`src/rtl/nand_host_pkg.sv`:
```
`timescale 1ns/1ps
package nand_host_pkg;
  // configuration page offsets
  localparam logic [7:0] CFG_CMD    = 8'h04;
  localparam logic [7:0] CFG_BASE   = 8'h10;
  // window offsets
  localparam logic [7:0] WIN_MODE   = 8'h04;
  localparam logic [7:0] WIN_STAT   = 8'h05;
  localparam logic [7:0] WIN_ISR    = 8'h06;
  localparam logic [7:0] WIN_IMR    = 8'h07;
  localparam logic [7:0] STAT_VALUE = 8'h14;

  typedef enum logic [1:0] {
    ECC_IDLE  = 2'b00,
    ECC_START = 2'b01,
    ECC_FETCH = 2'b10,
    ECC_CLEAR = 2'b11
  } ecc_cmd_e;

  typedef enum logic [1:0] {
    RGN_NONE = 2'b00,
    RGN_CFG  = 2'b01,
    RGN_WIN  = 2'b10
  } region_e;
endpackage

```
`src/rtl/nand_host_decode.sv`:
```
`timescale 1ns/1ps
module nand_host_decode
  import nand_host_pkg::*;
#(
  parameter int ADDR_W   = 32,
  parameter int CFG_PAGE = 1
) (
  input  logic [ADDR_W-1:0] addr,
  input  logic [ADDR_W-1:0] base,
  input  logic              win_enable,
  output region_e           region,
  output logic [7:0]        offset
);
  localparam int PAGE_W = ADDR_W - 8;

  logic [PAGE_W-1:0] page;
  assign page   = addr[ADDR_W-1:8];
  assign offset = addr[7:0];

  always_comb begin
    if (page == '0)
      region = RGN_NONE;
    else if (page == PAGE_W'(CFG_PAGE))
      region = RGN_CFG;
    else if (win_enable && ({page, 8'h00} == base))
      region = RGN_WIN;
    else
      region = RGN_NONE;
  end
endmodule

```
`src/rtl/nand_host_cfg.sv`:
```
`timescale 1ns/1ps
module nand_host_cfg
  import nand_host_pkg::*;
#(
  parameter int ADDR_W = 32
) (
  input  logic              clk,
  input  logic              rst,
  input  logic              wr_en,
  input  logic [7:0]        offset,
  input  logic [7:0]        wdata,
  output logic              win_enable,
  output logic [ADDR_W-1:0] base,
  output logic [7:0]        rd_byte
);
  localparam int LANES = ADDR_W / 8;

  always_ff @(posedge clk) begin
    if (rst)
      win_enable <= 1'b0;
    else if (wr_en && offset == CFG_CMD)
      win_enable <= wdata[1];
  end

  for (genvar g = 0; g < LANES; g++) begin : g_lane
    always_ff @(posedge clk) begin
      if (rst)
        base[g*8 +: 8] <= 8'h00;
      else if (wr_en && offset == 8'(CFG_BASE + g))
        base[g*8 +: 8] <= wdata;
    end
  end

  always_comb begin
    rd_byte = 8'h00;
    if (offset == CFG_CMD)
      rd_byte = {6'b0, win_enable, 1'b0};
    for (int i = 0; i < LANES; i++)
      if (offset == 8'(CFG_BASE + i))
        rd_byte = base[i*8 +: 8];
  end

  // enable follows bit 1 of the command byte
  p_cmd_enable_r1: assert property (@(posedge clk) disable iff (rst)
    (wr_en && offset == CFG_CMD) |=> (win_enable == $past(wdata[1])));
endmodule

```
`src/rtl/nand_host_win.sv`:
```
`timescale 1ns/1ps
module nand_host_win
  import nand_host_pkg::*;
(
  input  logic       clk,
  input  logic       rst,
  input  logic       wr_en,
  input  logic       rd_en,
  input  logic [7:0] offset,
  input  logic [7:0] wdata,
  output logic       nand_cle,
  output logic       nand_ale,
  output logic       nand_ce_n,
  output logic       nand_wp,
  output logic [7:0] nand_dout,
  output logic       nand_we,
  output logic       nand_re,
  output logic       ecc_clr,
  output logic       ecc_rd,
  output logic       irq,
  output logic       rd_is_data,
  output logic [7:0] rd_byte
);
  logic [7:0] mode_q, isr_q, imr_q;
  logic [7:0] isr_n, imr_n;
  logic       is_data, wr_data, wr_mode;
  ecc_cmd_e   ecc_cmd;

  assign is_data    = (offset[7:2] == 6'd0);
  assign rd_is_data = is_data;
  assign wr_data    = wr_en && is_data;
  assign wr_mode    = wr_en && offset == WIN_MODE;
  assign ecc_cmd    = ecc_cmd_e'(wdata[6:5]);

  always_comb begin
    isr_n = isr_q;
    imr_n = imr_q;
    if (wr_data)
      isr_n = isr_q | 8'h01;
    if (wr_en && offset == WIN_ISR)
      isr_n = wdata;
    if (wr_en && offset == WIN_IMR)
      imr_n = wdata;
  end

  always_ff @(posedge clk) begin
    if (rst) begin
      mode_q    <= 8'h00;
      isr_q     <= 8'h00;
      imr_q     <= 8'h00;
      irq       <= 1'b0;
      nand_dout <= 8'h00;
      nand_we   <= 1'b0;
      nand_re   <= 1'b0;
      ecc_clr   <= 1'b0;
      ecc_rd    <= 1'b0;
    end else begin
      isr_q   <= isr_n;
      imr_q   <= imr_n;
      irq     <= imr_n[7] && ((imr_n & isr_n) != 8'h00);
      nand_we <= wr_data;
      nand_re <= rd_en && is_data;
      ecc_clr <= wr_mode && (ecc_cmd == ECC_START || ecc_cmd == ECC_CLEAR);
      ecc_rd  <= wr_mode && (ecc_cmd == ECC_FETCH);
      if (wr_mode)
        mode_q <= wdata;
      if (wr_data)
        nand_dout <= wdata;
    end
  end

  assign nand_cle  = mode_q[0];
  assign nand_ale  = mode_q[1];
  assign nand_ce_n = ~mode_q[4];
  assign nand_wp   = mode_q[7];

  always_comb begin
    case (offset)
      WIN_MODE: rd_byte = mode_q;
      WIN_STAT: rd_byte = STAT_VALUE;
      WIN_ISR:  rd_byte = isr_q;
      WIN_IMR:  rd_byte = imr_q;
      default:  rd_byte = 8'h00;
    endcase
  end

  // pins follow the written mode byte
  p_mode_pins_r4: assert property (@(posedge clk) disable iff (rst)
    wr_mode |=> (nand_ce_n == !$past(wdata[4])) && (nand_cle == $past(wdata[0]))
                && (nand_ale == $past(wdata[1])) && (nand_wp == $past(wdata[7])));
  // the two ECC strobes never coincide
  p_ecc_excl_r5: assert property (@(posedge clk) disable iff (rst)
    !(ecc_clr && ecc_rd));
  // data write drives the bus and flags status bit 0
  p_data_wr_r6: assert property (@(posedge clk) disable iff (rst)
    wr_data |=> nand_we && isr_q[0] && (nand_dout == $past(wdata)));
  // interrupt needs the global gate and a live source
  p_irq_gate_r10: assert property (@(posedge clk) disable iff (rst)
    irq |-> imr_q[7] && ((imr_q & isr_q) != 8'h00));
endmodule

```
`src/rtl/nand_host_regs.sv`:
```
`timescale 1ns/1ps
module nand_host_regs
  import nand_host_pkg::*;
#(
  parameter int ADDR_W   = 32,
  parameter int CFG_PAGE = 1
) (
  input  logic              clk,
  input  logic              rst,
  input  logic              acc_en,
  input  logic              acc_wr,
  input  logic [ADDR_W-1:0] acc_addr,
  input  logic [7:0]        acc_wdata,
  output logic [7:0]        acc_rdata,
  output logic              acc_rvalid,
  output logic              nand_cle,
  output logic              nand_ale,
  output logic              nand_ce_n,
  output logic              nand_wp,
  output logic [7:0]        nand_dout,
  output logic              nand_we,
  output logic              nand_re,
  input  logic [7:0]        nand_din,
  output logic              ecc_clr,
  output logic              ecc_rd,
  output logic              irq
);
  region_e           region;
  logic [7:0]        offset;
  logic [ADDR_W-1:0] base;
  logic              win_enable;
  logic [7:0]        cfg_byte, win_byte;
  logic              win_is_data;
  logic              wr_req, rd_req;
  logic              rd_pend_q, rd_nand_q;
  logic [7:0]        rd_hold_q;

  assign wr_req = acc_en && acc_wr;
  assign rd_req = acc_en && !acc_wr;

  nand_host_decode #(.ADDR_W(ADDR_W), .CFG_PAGE(CFG_PAGE)) u_dec (
    .addr(acc_addr), .base(base), .win_enable(win_enable),
    .region(region), .offset(offset));

  nand_host_cfg #(.ADDR_W(ADDR_W)) u_cfg (
    .clk(clk), .rst(rst), .wr_en(wr_req && region == RGN_CFG),
    .offset(offset), .wdata(acc_wdata), .win_enable(win_enable),
    .base(base), .rd_byte(cfg_byte));

  nand_host_win u_win (
    .clk(clk), .rst(rst),
    .wr_en(wr_req && region == RGN_WIN), .rd_en(rd_req && region == RGN_WIN),
    .offset(offset), .wdata(acc_wdata),
    .nand_cle(nand_cle), .nand_ale(nand_ale), .nand_ce_n(nand_ce_n),
    .nand_wp(nand_wp), .nand_dout(nand_dout), .nand_we(nand_we),
    .nand_re(nand_re), .ecc_clr(ecc_clr), .ecc_rd(ecc_rd), .irq(irq),
    .rd_is_data(win_is_data), .rd_byte(win_byte));

  always_ff @(posedge clk) begin
    if (rst) begin
      rd_pend_q  <= 1'b0;
      rd_nand_q  <= 1'b0;
      rd_hold_q  <= 8'h00;
      acc_rvalid <= 1'b0;
      acc_rdata  <= 8'h00;
    end else begin
      rd_pend_q  <= rd_req;
      rd_nand_q  <= rd_req && region == RGN_WIN && win_is_data;
      case (region)
        RGN_CFG: rd_hold_q <= cfg_byte;
        RGN_WIN: rd_hold_q <= win_byte;
        default: rd_hold_q <= 8'h00;
      endcase
      acc_rvalid <= rd_pend_q;
      if (rd_pend_q)
        acc_rdata <= rd_nand_q ? nand_din : rd_hold_q;
    end
  end

  // status reads return the fixed byte
  p_status_const_r8: assert property (@(posedge clk) disable iff (rst)
    (rd_req && region == RGN_WIN && offset == WIN_STAT) |=> ##1 (acc_rvalid && acc_rdata == 8'h14));
  // each read request produces rvalid two edges later
  p_rvalid_lat_r11: assert property (@(posedge clk) disable iff (rst)
    rd_req |=> ##1 acc_rvalid);
endmodule

```
`config.mk`:
```
export PLATFORM = sky130hd
export DESIGN_NAME = nand_host_regs
export DESIGN_NICKNAME = d
export VERILOG_FILES = /design/src/rtl/nand_host_pkg.sv /design/src/rtl/nand_host_decode.sv /design/src/rtl/nand_host_cfg.sv /design/src/rtl/nand_host_win.sv /design/src/rtl/nand_host_regs.sv
export SDC_FILE = /design/constraint.sdc
export NUM_CORES = 1
export LEC_CHECK = 0
export ABC_AREA = 1
export CORE_UTILIZATION = 58
export CTS_CLUSTER_DIAMETER = 40
export DETAILED_ROUTE_END_ITERATION = 10
export PLACE_DENSITY = 0.85
export RECOVER_POWER = 25
export REMOVE_ABC_BUFFERS = 1
export SLEW_MARGIN = 20
export SYNTH_ARGS = -nofsm -noshare
export SYNTH_HDL_FRONTEND = slang
export SYNTH_HIERARCHICAL = 1
export SYNTH_SLANG_ARGS = --single-unit
```
`constraint.sdc`:
```
create_clock -name clk -period 6.1 [get_ports clk]
set_input_delay 1.22 -clock clk [delete_from_list [all_inputs] [get_ports clk]]
set_output_delay 1.22 -clock clk [all_outputs]
set_load 0.05 [all_outputs]
```
=== Word-level counts from Yosys, hierarchy flattened ===
Index checks and enable logic that the tools add are counted.

* Eq/ne operators: 15
* Multiplexer cells: 14
* Bitwise gates (word level): 2
* Reduce and logical (&&, ||, !) cells: 24

{| class="wikitable"
|+ Operators with widths
! kind !! number
|-
| 8-bit two-way mux || 7
|-
| 32-bit == test || 1
|-
| 8-bit by 3-bit == test with 1-bit output (second input constant) || 4
|-
| 8-bit by 5-bit == test with 1-bit output (second input constant) || 4
|-
| 8-bit one-hot mux with 4 select lines || 1
|-
| 24-bit by 1-bit == test with 1-bit output (second input constant) || 1
|-
| 24-bit logical NOT || 1
|-
| 1-bit logical AND || 19
|-
| 8-bit one-hot mux with 2 select lines || 1
|-
| 8-bit bitwise AND || 1
|-
| 2-bit two-way mux || 4
|-
| 8-bit nonzero test || 1
|-
| 2-bit == test (second input constant) || 3
|-
| 6-bit logical NOT || 1
|-
| 2-bit by 1-bit == test with 1-bit output (second input constant) || 2
|-
| 1-bit logical NOT || 1
|-
| 1-bit logical OR || 1
|-
| 1-bit two-way mux || 1
|-
| 1-bit inverter || 1
|}

* Bits in registers: 88
* Output and inout bits: 26
* Logic and storage cells: 73

=== Logic depth before layout (Yosys ltp) ===
Gate-level depths: netlist of the first run.

* Depth in word-level cells: 13
* Depth in mapped cells: 19
* Depth with buffers taken out: 17

=== By module ===
The synthesis of the first run kept the hierarchy.

{| class="wikitable"
|+ Modules (own cells, without submodules)
! module !! times used !! cells each !! area an instance (um^2)
|-
| nand_host_win || 1 || 239 || 1760.4
|-
| nand_host_cfg || 1 || 233 || 1672.9
|-
| nand_host_regs || 1 || 123 || 915.9
|-
| nand_host_decode || 1 || 133 || 604.3
|}

=== Worst setup path after synthesis of the first run ===
OpenSTA, ideal clock, no wires.

* Kind: in2reg
* Start point: input acc_addr[30]
* End point: register u_win.nand_dout[3]
* Library setup time: 0.070 ns
* Arrival time: 3.188 ns
* Required time: 6.030 ns
* Slack: 2.842 ns
* Stages: 17
* Path buffers: 3
* Cells stage by stage: inv_1 nand2_1 nand2_1 nor2_1 nand2_1 nor2_2 nand3_1 nor2_1 ha_1 clkbuf_1 and3_1 buf_4 nand4_1 inv_1 buf_2 o21ai_0 a21oi_1

* Word-level cells in the longest chain between the ends: 8

{| class="wikitable"
|+ RTL lines
! item !! line !! RTL
|-
| start: declaration || nand_host_regs.sv:12 || <nowiki>input logic [ADDR_W-1:0] acc_addr,</nowiki>
|-
| 32-bit == test || nand_host_decode.sv:25 || <nowiki>else if (win_enable && ({page, 8'h00} == base))</nowiki>
|-
| 1-bit logical AND || nand_host_decode.sv:25 ||
|-
| 2-bit two-way mux || nand_host_decode.sv:25 ||
|-
| 2-bit two-way mux || nand_host_decode.sv:23 || <nowiki>else if (page == PAGE_W'(CFG_PAGE))</nowiki>
|-
| 2-bit two-way mux (*) || nand_host_decode.sv:21 || <nowiki>if (page == '0)</nowiki>
|-
| via region[1] || nand_host_regs.sv:28 || <nowiki>region_e region;</nowiki>
|-
| 2-bit == test (*) || nand_host_regs.sv:52 || <nowiki>.wr_en(wr_req && region == RGN_WIN), .rd_en(rd_req && region == RGN_WIN),</nowiki>
|-
| 1-bit logical AND (*) || nand_host_regs.sv:52 ||
|-
| 1-bit logical AND (*) || nand_host_win.sv:31 || <nowiki>assign wr_data = wr_en && is_data;</nowiki>
|-
| end signal: assignment || nand_host_win.sv:68 || <nowiki>nand_dout <= wdata;</nowiki>
|-
| end: declaration || nand_host_win.sv:15 || <nowiki>output logic [7:0] nand_dout,</nowiki>
|}

The timed path passes the listed nets; every way through them passes the cells marked *.
A chain may end at the register's enable or synchronous reset.

==> summary.md, run 1 <==
| Metric | Value |
|---|---|
| Layout fillers | `714` |
| Syn avg cell area | `6.804 um^2` |
| Main synth FF type | `dfxtp_1` |
| First-pass GRT wire length | `21510 um` |
| Register area | `0.001782 mm^2` |
| Max incr delay on CP | `1640 ps` |
| Failing checks | `capacitance limit, slew limit` |
| Share of post-route cells with drive strength above 1 | `8.895%` |
| Root Buffer | `clkbuf_8` |
| Row cnt | `33` |
| Critical Path AT | `4770 ps` |
| Final Instance Count excl. Fillers | `892` |
| Post-synth EDFFs | `0` |
| Final Hold Viols | `0` |
| Slowest CP cell | `clkbuf_1` |
| Post-route setup TNS | `0 ps` |
| Initial antenna violation count | `0` |
| Maxcap violations | `1` |
| Die height | `94.42 um` |
| Placer Congestion | `0.9230` |
| Clock skew | `15.77 ps` |
| Initial DRT Pass Iterations | `5` |
| Nets | `837` |
| Worst Path Required | `6360 ps` |
| Ys Warns | `6` |
| Total power | `1.125 mW` |
| Pre-CTS setup slack | `1495 ps` |
| CTS H-tree lvls | `3` |
| VDD IR max | `0.1337 mV` |
| PortBufs | `77` |
| Routed WL per cell | `15.12 um` |
| Inst Count DP | `876` |
| Sequential element share of the synthesized area | `35.97%` |
| Synthesis-stage register bit count | `89` |
| Final wirelength | `13480 um` |
| TritonCTS Buffers | `9` |
| Ant diodes | `0` |
| Flop-to-flop setup slack | `2720 ps` |
| Cells resized by post-CTS repair | `0` |
| Slew at the pin closest to its max-slew limit | `2328 ps` |
| Max-Slew Margin vs Limit | `-55.21%` |
| Largest net degree at the start of global routing | `49` |
| DP HPWL | `9393 um` |
| Netlist cell types | `35` |
| Synth-to-Final Area Change | `16.85%` |
| Final setup viols | `0` |
| TritonCTS clock tree | `done` |
| Slew Limit Fails | `49` |
| Min-Delay Path Class | `flip-flop to flip-flop` |
| Die Wd | `94.42 um` |
| Post-synthesis async set-or-reset flop share | `0%` |
| Residual DRC | `0` |
| Outcome | `finished with violations` |
| PwrDens | `194.4 mW/mm^2` |
| Setup bufs post-CTS | `0` |
| Area of the multi-input gates | `0.002618 mm^2` |
| Antenna Nets Post-Route | `0` |
| Min cycle time layout | `4507 ps` |
| Hold-fix buffers at CTS | `0` |
| # clock sinks | `89` |
| Initial drt markers | `512` |
| Core ar. | `0.008258 mm^2` |
| RSZ-0062 raised after global routing | `false` |
| GRT overflow | `0` |
| Crit-path cells | `dlygate4sd3_1 > clkbuf_1 > inv_1 > nand2_1 > nor2_1 > a31o_2` |
| Longest Clk Path Bufs | `2` |
| Crit end category | `flip-flop` |
| Setup Crit Path Kind | `input pin to flip-flop` |
| Number of global-route vias before repair | `4539` |
| Cells after Synth | `728` |
| CP Launch Type | `input pin` |
| Routed vias | `5035` |
| Initial Util | `59.98%` |
| Leak | `2.315 nW` |
| Crit Path Max Fanout | `48` |
| Clk slew on worst S/H paths | `100 ps` |
| Die area | `0.008914 mm^2` |
| Synth Cell Area | `0.004954 mm^2` |
| I/O pins | `78` |
| All-Layer GR Usage | `31.47%` |
| Clk_lat worst skew | `360 ps` |
| Worst setup margin | `1593 ps` |
| Max Clock Freq | `221.9 MHz` |
| Final period util | `73.89%` |
| Vias per Instance | `5.645` |
stage by stage:
step / util [%] / hold WS (ps) / cell area [um^2]
2_1_floorplan: - / 441.6 / 4673
3_3_place_gp: 67.70 / 459.5 / 5590
3_5_place_dp: 67.70 / 465.0 / 5590
4_1_cts: 70.14 / 482.3 / 5792
5_1_grt: 70.09 / 497.7 / 5788
6_report: 70.09 / 481.8 / 5788
flip-flops by register name (all words and copies together) (netlist names), 8 cells and up:
signal and flops:
u_cfg/base 32, acc_rdata 8, rd_hold_q 8, u_win/imr_q 8, u_win/isr_q 8, u_win/mode_q 8
u_win/nand_dout 8
critical path: cells and delay by family:
kind                   cells  cell delay (ps)
buffers and inverters      3             3010
AO/OA/AOI/OAI              1              200
AND/OR/NAND/NOR            2              300
cell usage in the layout (no fill, tap or decap), drive strengths merged:
| cell | n |
|---|---|
| nand2 | 201 |
| nor2 | 113 |
| dfxtp | 89 |
| inv | 76 |
| nand3 | 65 |
| a21oi | 62 |
| clkdlybuf4s50 | 58 |
| o21ai | 32 |
| nand4 | 31 |
| dlygate4sd3 | 19 |
| clkbuf | 11 |
| xnor2 | 9 |
| ha | 3 |
| o2111ai | 3 |
| and3 | 2 |
| or2 | 2 |
| clkinvlp | 2 |
| nor3 | 2 |
| bufinv | 1 |
| and2 | 1 |
| buf | 1 |
| nor4 | 1 |
| xor2 | 1 |
| o211ai | 1 |
| a31o | 1 |
path summary, 6_finish.rpt:
check | cells after the start | end | start
worst min-delay path | 2 | u_win/mode_q[6] | u_win/mode_q[6]
worst max-delay path | 6 | u_win/mode_q[5] | rst
worst max register to register | 14 | u_win/nand_dout[0] | u_cfg/base[29]
worst min register to register | 2 | u_win/mode_q[6] | u_win/mode_q[6]
report_power, final:
| part | switching (mW) | leakage [nW] | internal (mW) |
|---|---|---|---|
| Clock | 0.227 | 0.0954 | 0.195 |
| Sequential | 0.00200 | 0.718 | 0.583 |
| Combinational | 0.0702 | 1.50 | 0.0473 |
synthesized netlist by cell type (3+ instances only):
master / n / area (um^2)
a21oi_1: 53 / 265.3
a21oi_2: 9 / 78.83
buf_2: 7 / 35.03
buf_4: 12 / 90.09
buf_6: 10 / 112.6
clkbuf_1: 5 / 18.77
dfxtp_1: 89 / 1782
ha_1: 3 / 37.54
inv_1: 69 / 259.0
inv_2: 4 / 15.01
nand2_1: 192 / 720.7
nand2_2: 9 / 56.30
nand3_1: 57 / 285.3
nand3_2: 6 / 60.06
nand4_1: 31 / 193.9
nor2_1: 92 / 345.3
nor2_2: 11 / 68.82
nor2_4: 9 / 101.4
o2111ai_1: 3 / 26.28
o21ai_0: 29 / 145.1
o21ai_1: 3 / 15.01
xnor2_1: 9 / 78.83
area by class of cell:
cell class / instances / area share [%]
clock buffer: 10 / 2.205
timing repair buffer: 79 / 13.51
sequential: 89 / 30.78
inverter: 73 / 4.734
multi-input combinational: 530 / 45.22
clock inverter: 6 / 1.275
tap: 105 / 2.270
layer usage:
layer	GRT usage (%)	wire, um	vias to the layer above
li1	-	-	2444
met1	42.10	5890	2320
met2	50.06	5996	246
met3	5.958	1266	25
met4	12.31	329	0
met5	0	0	-
cell families (layout without fill, tap and decap cells):
group | after synthesis | count (layout) | synth area share (%)
buffers and inverters | 109 | 168 | 11.19
DFF | 89 | 89 | 35.97
adders and majority gates | 3 | 3 | 0.7578
and+or+nand+nor | 418 | 418 | 39.28
xor gates and xnor gates | 10 | 10 | 1.768
AOI/OAI and AO/OA | 99 | 99 | 11.04
No activity file was read; power rests on OpenSTA's default activity.
==> run 2: changes to the inputs <==
CORE_UTILIZATION = 49   (was 58)
PLACE_DENSITY = 0.77   (was 0.85)
clock period = 4 ns   (was 6.1 ns; I/O delays follow)
==> run 2 against run 1 <==
The flow now finishes without violations. Sequential share of layout area down 0.43 points. Register-to-register slack worse by 1700 ps. Utilization down 10 points. Global-route usage down 4.1 points. Total power up 57%. First-iteration DRC count down 13%. Cell count up 3.5%. Count of clock-buffer cells in the layout down 1.
==> summary.md, run 2 (synthesized netlist as in run 1, its figures left out) <==
| Metric | Value |
|---|---|
| Outcome | `complete, no violations` |
| Nets | `840 (+0.36%)` |
| Longest Clk Path Bufs | `2 (unchanged)` |
| DP HPWL | `9858 um (+4.9%)` |
| RSZ-0062 raised after global routing | `false` |
| Crit-path cells | `clkdlybuf4s50_1 > inv_1 > nand2_1 > nand2_1 > nor2_1 > nand2_1 > nor2_1 > nand3_1 > nor2_1 > ha_1 > and3_1 > buf_4 > nand3_4 > nand2_1 > nand2_1 > nand2_1 > nand2_1 > nor2_1 > a21oi_1` |
| Initial Util | `50.68% (-9.3 points)` |
| Die area | `0.01052 mm^2 (+18%)` |
| Clock skew | `10.77 ps (-4.996 ps)` |
| PwrDens | `300.4 mW/mm^2 (+55%)` |
| Commonest non-fill, non-tap cell in the layout | `nand2_1` |
| Antenna Nets Post-Route | `0 (unchanged)` |
| Setup Crit Path Kind | `input pin to flip-flop` |
| Hold Crit Depth | `2 (unchanged)` |
| Worst Path Required | `4270 ps (-2090 ps)` |
| TritonCTS Buffers | `9 (unchanged)` |
| Initial DRT Pass Iterations | `6 (+1)` |
| Min-Delay Path Class | `flip-flop to flip-flop` |
| Slowest CP cell | `clkdlybuf4s50_1` |
| Commonest cells after routing, fill and taps aside | `nand2_1 (192), nor2_1 (92), dfxtp_1 (89)` |
| Largest Register | `u_cfg/base` |
| Die height | `102.5 um (+8.6%)` |
| Max-Slew Margin vs Limit | `5.649% (+61 points)` |
| Hold Slack | `483.1 ps (+1.338 ps)` |
| Layout fillers | `930 (+30%)` |
| First-pass GRT wire length | `21760 um (+1.1%)` |
| Initial drt markers | `446 (-13%)` |
| CP Launch Type | `input pin` |
| Reg2Reg Depth | `17 (+3)` |
| Final wirelength | `13900 um (+3.1%)` |
| Min cycle time layout | `3444 ps` |
| TritonCTS clock tree | `done` |
| Final setup viols | `0 (unchanged)` |
| Slew at the pin closest to its max-slew limit | `1415 ps (-912.8 ps)` |
| Clk slew on worst S/H paths | `100 ps (about the same)` |
| Crit Path Max Fanout | `16 (-67%)` |
| Max incr delay on CP | `510 ps (-1130 ps)` |
| Die Wd | `102.5 um (+8.6%)` |
| Share of post-route cells with drive strength above 1 | `9.241% (+0.35 points)` |
| # clock sinks | `89 (unchanged)` |
| Setup bufs post-CTS | `0 (unchanged)` |
| Final Hold Viols | `0 (unchanged)` |
| Max reg flops | `32 (unchanged)` |
| Post-route setup TNS | `0 ps (unchanged)` |
| Cell mode on critical path | `nand2_1` |
| Critical Path AT | `3720 ps (-1050 ps)` |
| Core ar. | `0.009774 mm^2 (+18%)` |
| Cells resized by post-CTS repair | `0 (unchanged)` |
| Area of the multi-input gates | `0.002618 mm^2 (unchanged)` |
| Slew Limit Fails | `0 (-100%)` |
| Clk_lat worst skew | `380 ps (+20 ps)` |
| Largest net degree at the start of global routing | `35 (-29%)` |
| CTS H-tree lvls | `3 (unchanged)` |
| Residual DRC | `0 (unchanged)` |
| Crit end category | `flip-flop` |
| Root Buffer | `clkbuf_8` |
| Placed Area | `0.005660 mm^2 (+1.3%)` |
| Worst setup margin | `555.7 ps (-1037 ps)` |
| Inst Count DP | `907 (+3.5%)` |
| Maxcap violations | `0 (-1)` |
| Pre-CTS setup slack | `263.6 ps (-1232 ps)` |
| Routed vias | `4954 (-1.6%)` |
| Ant diodes | `0 (unchanged)` |
| Row cnt | `36 (+9.1%)` |
| Max Clock Freq | `290.3 MHz` |
| Final Instance Count excl. Fillers | `923 (+3.5%)` |
| I/O pins | `78 (unchanged)` |
| Register area | `0.001782 mm^2 (unchanged)` |
| Final period util | `86.11%` |
| Hold-fix buffers at CTS | `0 (unchanged)` |
| Synth-to-Final Area Change | `18.51%` |
| Finished Cell Area | `0.005871 mm^2 (+1.4%)` |
| Leak | `2.339 nW (+1.1%)` |
| Initial antenna violation count | `0 (unchanged)` |
| Number of global-route vias before repair | `4433 (-2.3%)` |
| VDD IR max | `0.2315 mV (+73%)` |
| Routed WL per cell | `15.06 um (-0.37%)` |
| GRT overflow | `0 (unchanged)` |
| Placer Congestion | `0.9035 (-2.1%)` |
| PortBufs | `77 (unchanged)` |
| All-Layer GR Usage | `27.36% (-4.1 points)` |
| Vias per Instance | `5.367 (-4.9%)` |
## run 2: cell types whose count changed in the layout (fill, tap and decap cells not counted), sizes merged
| cell | change |
|---|---|
| bufinv | +1 |
| buf | +2 |
| inv | -2 |
| clkinv | +2 |
## run 2: path summary, 6_finish.rpt
kind	slack, ps	endpoint	startpoint
setup / recovery	560	u_win/irq	acc_addr[13]
hold / removal	480	u_win/mode_q[6]	u_win/mode_q[6]
setup reg to reg	1070	u_win/irq	u_cfg/base[1]
hold reg to reg	480	u_win/mode_q[6]	u_win/mode_q[6]
## run 2: area by class of cell
| class | count | share of cell area [%] |
|---|---|---|
| Tap cell | 133 | 2.835 |
| Multi-Input combinational cell | 530 | 44.59 |
| Clock buffer | 9 | 2.110 |
| Clock inverter | 7 | 1.598 |
| Timing Repair Buffer | 82 | 13.85 |
| Inverter | 73 | 4.668 |
| Sequential cell | 89 | 30.35 |
## run 2: routing by layer
layer  vias up  track usage (%)  wire [um]
met2       225            42.62       6242
met1      2252            37.27       6034
li1       2447                -          -
met4         0            11.54        328
met5         -                0          0
met3        30            4.881       1294
## run 2: stage by stage
| stage | power [mW] | util [%] |
|---|---|---|
| floorplan | 0.9857 | - |
| global placement | 1.091 | 57.91 |
| detailed placement | 1.094 | 57.91 |
| CTS | 1.774 | 60.14 |
| global route | 1.821 | 60.06 |
| finish | 1.763 | 60.06 |
## run 2: worst max-delay path, delay by kind of cell
family / cells / cell delay [ps]
compound gates: 1 / 70
fa+ha+maj: 1 / 360
buf+inv: 3 / 840
simple gates: 14 / 1630
## run 2: where the power goes
group	internal (mW)	switching, mW	total [mW]
logic	0.0720	0.108	0.180
clock network	0.352	0.339	0.691
registers	0.890	0.00293	0.892
==> run 3: changes to the inputs <==
REMOVE_ABC_BUFFERS = default   (was 1)
clock period = 3 ns   (was 4 ns; I/O delays follow)
==> run 3 against run 2 <==
Via count up 4.2%. Clock skew about the same. Flip-flop and latch count stayed put. Design area grew 4.5%. First-iteration DRC count shrank 5.2%. Routed wire length rose by 3.2%. Critical endpoint is now u_cfg/base[27].
==> summary.md, run 3 (synthesized netlist as in run 1, its figures left out) <==
| Metric | Value |
|---|---|
| I/O pins | `78 (unchanged)` |
| Slowest CP cell | `clkdlybuf4s50_1` |
| Routed WL per cell | `14.99 um (-0.43%)` |
| Flop-to-flop setup slack | `550 ps (-520 ps)` |
| GRT overflow | `0 (unchanged)` |
| Die Wd | `102.5 um (unchanged)` |
| Inst Count DP | `941 (+3.7%)` |
| Clk slew on worst S/H paths | `100 ps (about the same)` |
| Antenna Nets Post-Route | `0 (unchanged)` |
| Max Clock Freq | `357.2 MHz` |
| RSZ-0062 raised after global routing | `false` |
| Worst setup margin | `200.3 ps (-355.4 ps)` |
| Commonest cells after routing, fill and taps aside | `nand2_1 (192), nor2_1 (90), dfxtp_1 (89)` |
| Final wirelength | `14350 um (+3.2%)` |
| PortBufs | `77 (unchanged)` |
| Clock skew | `10.83 ps (+0.05400 ps)` |
| Initial drt markers | `423 (-5.2%)` |
| Min cycle time layout | `2800 ps` |
| Max reg flops | `32 (unchanged)` |
| Die height | `102.5 um (unchanged)` |
| CTS H-tree lvls | `3 (unchanged)` |
| DP HPWL | `10590 um (+7.5%)` |
| Critical Path AT | `3000 ps (-720 ps)` |
| Outcome | `complete, no violations` |
| Final period util | `93.32%` |
| Setup bufs post-CTS | `0 (unchanged)` |
| Clk_lat worst skew | `370 ps (about the same)` |
| Synth-to-Final Area Change | `23.89%` |
| Placer Congestion | `0.9719 (+7.6%)` |
| Core ar. | `0.009774 mm^2 (unchanged)` |
| Placed Area | `0.005916 mm^2 (+4.5%)` |
| Final setup viols | `0 (unchanged)` |
| Slew at the pin closest to its max-slew limit | `1287 ps (-128.3 ps)` |
| Setup Crit Path Kind | `input pin to flip-flop` |
| # clock sinks | `89 (unchanged)` |
| Crit Path Max Fanout | `9 (-7)` |
| Die area | `0.01052 mm^2 (unchanged)` |
| Slew Limit Fails | `0 (unchanged)` |
| Post-Syn Nets | `783` |
| Routed vias | `5160 (+4.2%)` |
| Ant diodes | `0 (unchanged)` |
| Final Instance Count excl. Fillers | `957 (+3.7%)` |
| Min-Delay Path Class | `flip-flop to flip-flop` |
| Largest net degree at the start of global routing | `30 (-14%)` |
| Maxcap violations | `0 (unchanged)` |
| VDD IR max | `0.2339 mV (+1.0%)` |
| PwrDens | `377.4 mW/mm^2 (+26%)` |
| Row cnt | `36 (unchanged)` |
| Leak | `2.507 nW (+7.2%)` |
| Longest Clk Path Bufs | `2 (unchanged)` |
| Initial antenna violation count | `0 (unchanged)` |
| Residual DRC | `0 (unchanged)` |
| Share of post-route cells with drive strength above 1 | `13.47% (+4.2 points)` |
| Commonest non-fill, non-tap cell in the layout | `nand2_1` |
| Initial Util | `50.68% (unchanged)` |
| Total power | `2.316 mW (+31%)` |
| Initial DRT Pass Iterations | `5 (-1)` |
| All-Layer GR Usage | `28.42% (+1.1 points)` |
| Worst Path Required | `3200 ps (-1070 ps)` |
| CP delay by family, top | `simple AND/OR/NAND/NOR gates` |
| CP Launch Type | `input pin` |
| Finished Cell Area | `0.006137 mm^2 (+4.5%)` |
| Largest Register | `u_cfg/base` |
| Root Buffer | `clkbuf_8` |
| Crit-path cells | `clkdlybuf4s50_1 > or2_1 > nor2_1 > nand3_1 > nand3_1 > nor2_2 > buf_4 > inv_1 > ha_1 > and3_1 > nand2_1 > nand2_1 > a21oi_1` |
| Pre-CTS setup slack | `-211.5 ps (-475.2 ps)` |
| TritonCTS clock tree | `done` |
| Nets | `874 (+4.0%)` |
| Crit end category | `flip-flop` |
| TritonCTS Buffers | `9 (unchanged)` |
| Max incr delay on CP | `460 ps (-50 ps)` |
| Vias per Instance | `5.392 (+0.46%)` |
| Worst Path Buf+Inv | `3 (unchanged)` |
| Max-Slew Margin vs Limit | `14.20% (+8.6 points)` |
| Final Hold Viols | `0 (unchanged)` |
| First-pass GRT wire length | `22690 um (+4.3%)` |
| Hold Slack | `492.6 ps (+9.449 ps)` |
| Number of global-route vias before repair | `4721 (+6.5%)` |
-- run 3: metal layers --
layer,part of all wire (%),global-route usage (%),wire [um]
met3,11,8.136,1602
met2,45,44.97,6398
met4,1.9,9.670,269
met5,0,0,0
met1,42,37.16,6079
-- run 3: worst min-delay path: cells and delay by family (launching register included) --
family,cells,cell delay [ps]
flip-flops,1,330
AND/OR/NAND/NOR,1,80
AO/OA/AOI/OAI,1,50
-- run 3: worst paths after layout --
path / start / endpoint / depth (start not counted)
worst min-delay path: u_win/mode_q[6] / u_win/mode_q[6] / 2
worst min register to register: u_win/mode_q[6] / u_win/mode_q[6] / 2
worst max register to register: u_cfg/base[29] / u_win/mode_q[3] / 16
worst max-delay path: acc_addr[10] / u_cfg/base[27] / 13
-- run 3: through the flow --
step / util (%) / setup TNS, ps
after CTS: 62.67 / 0
after floorplan: - / 0
after global routing: 62.79 / 0
final: 62.79 / 0
after detailed placement: 60.52 / -8601
after global placement: 60.52 / -5083
-- run 3: layout make-up --
type | count | area (um^2)
Sequential cell | 89 | 1782
Multi-Input combinational cell | 530 | 2633
Timing Repair Buffer | 116 | 1072
Fill cell | 917 | 3637
Clock buffer | 10 | 137.6
Inverter | 73 | 274.0
Tap cell | 133 | 166.4
Clock inverter | 6 | 72.57
-- run 3: timing repair --
action | CTS | global route
gates resized for setup | 0 | 4
hold buffers | 0 | 0
endpoints found under the setup margin | 0 | 23
-- run 3: power by group --
part	total, mW	switching [mW]	internal, mW
Sequential	1.19	0.00391	1.19
Combinational	0.246	0.145	0.101
Clock	0.880	0.464	0.417
Total	2.32	0.612	1.70
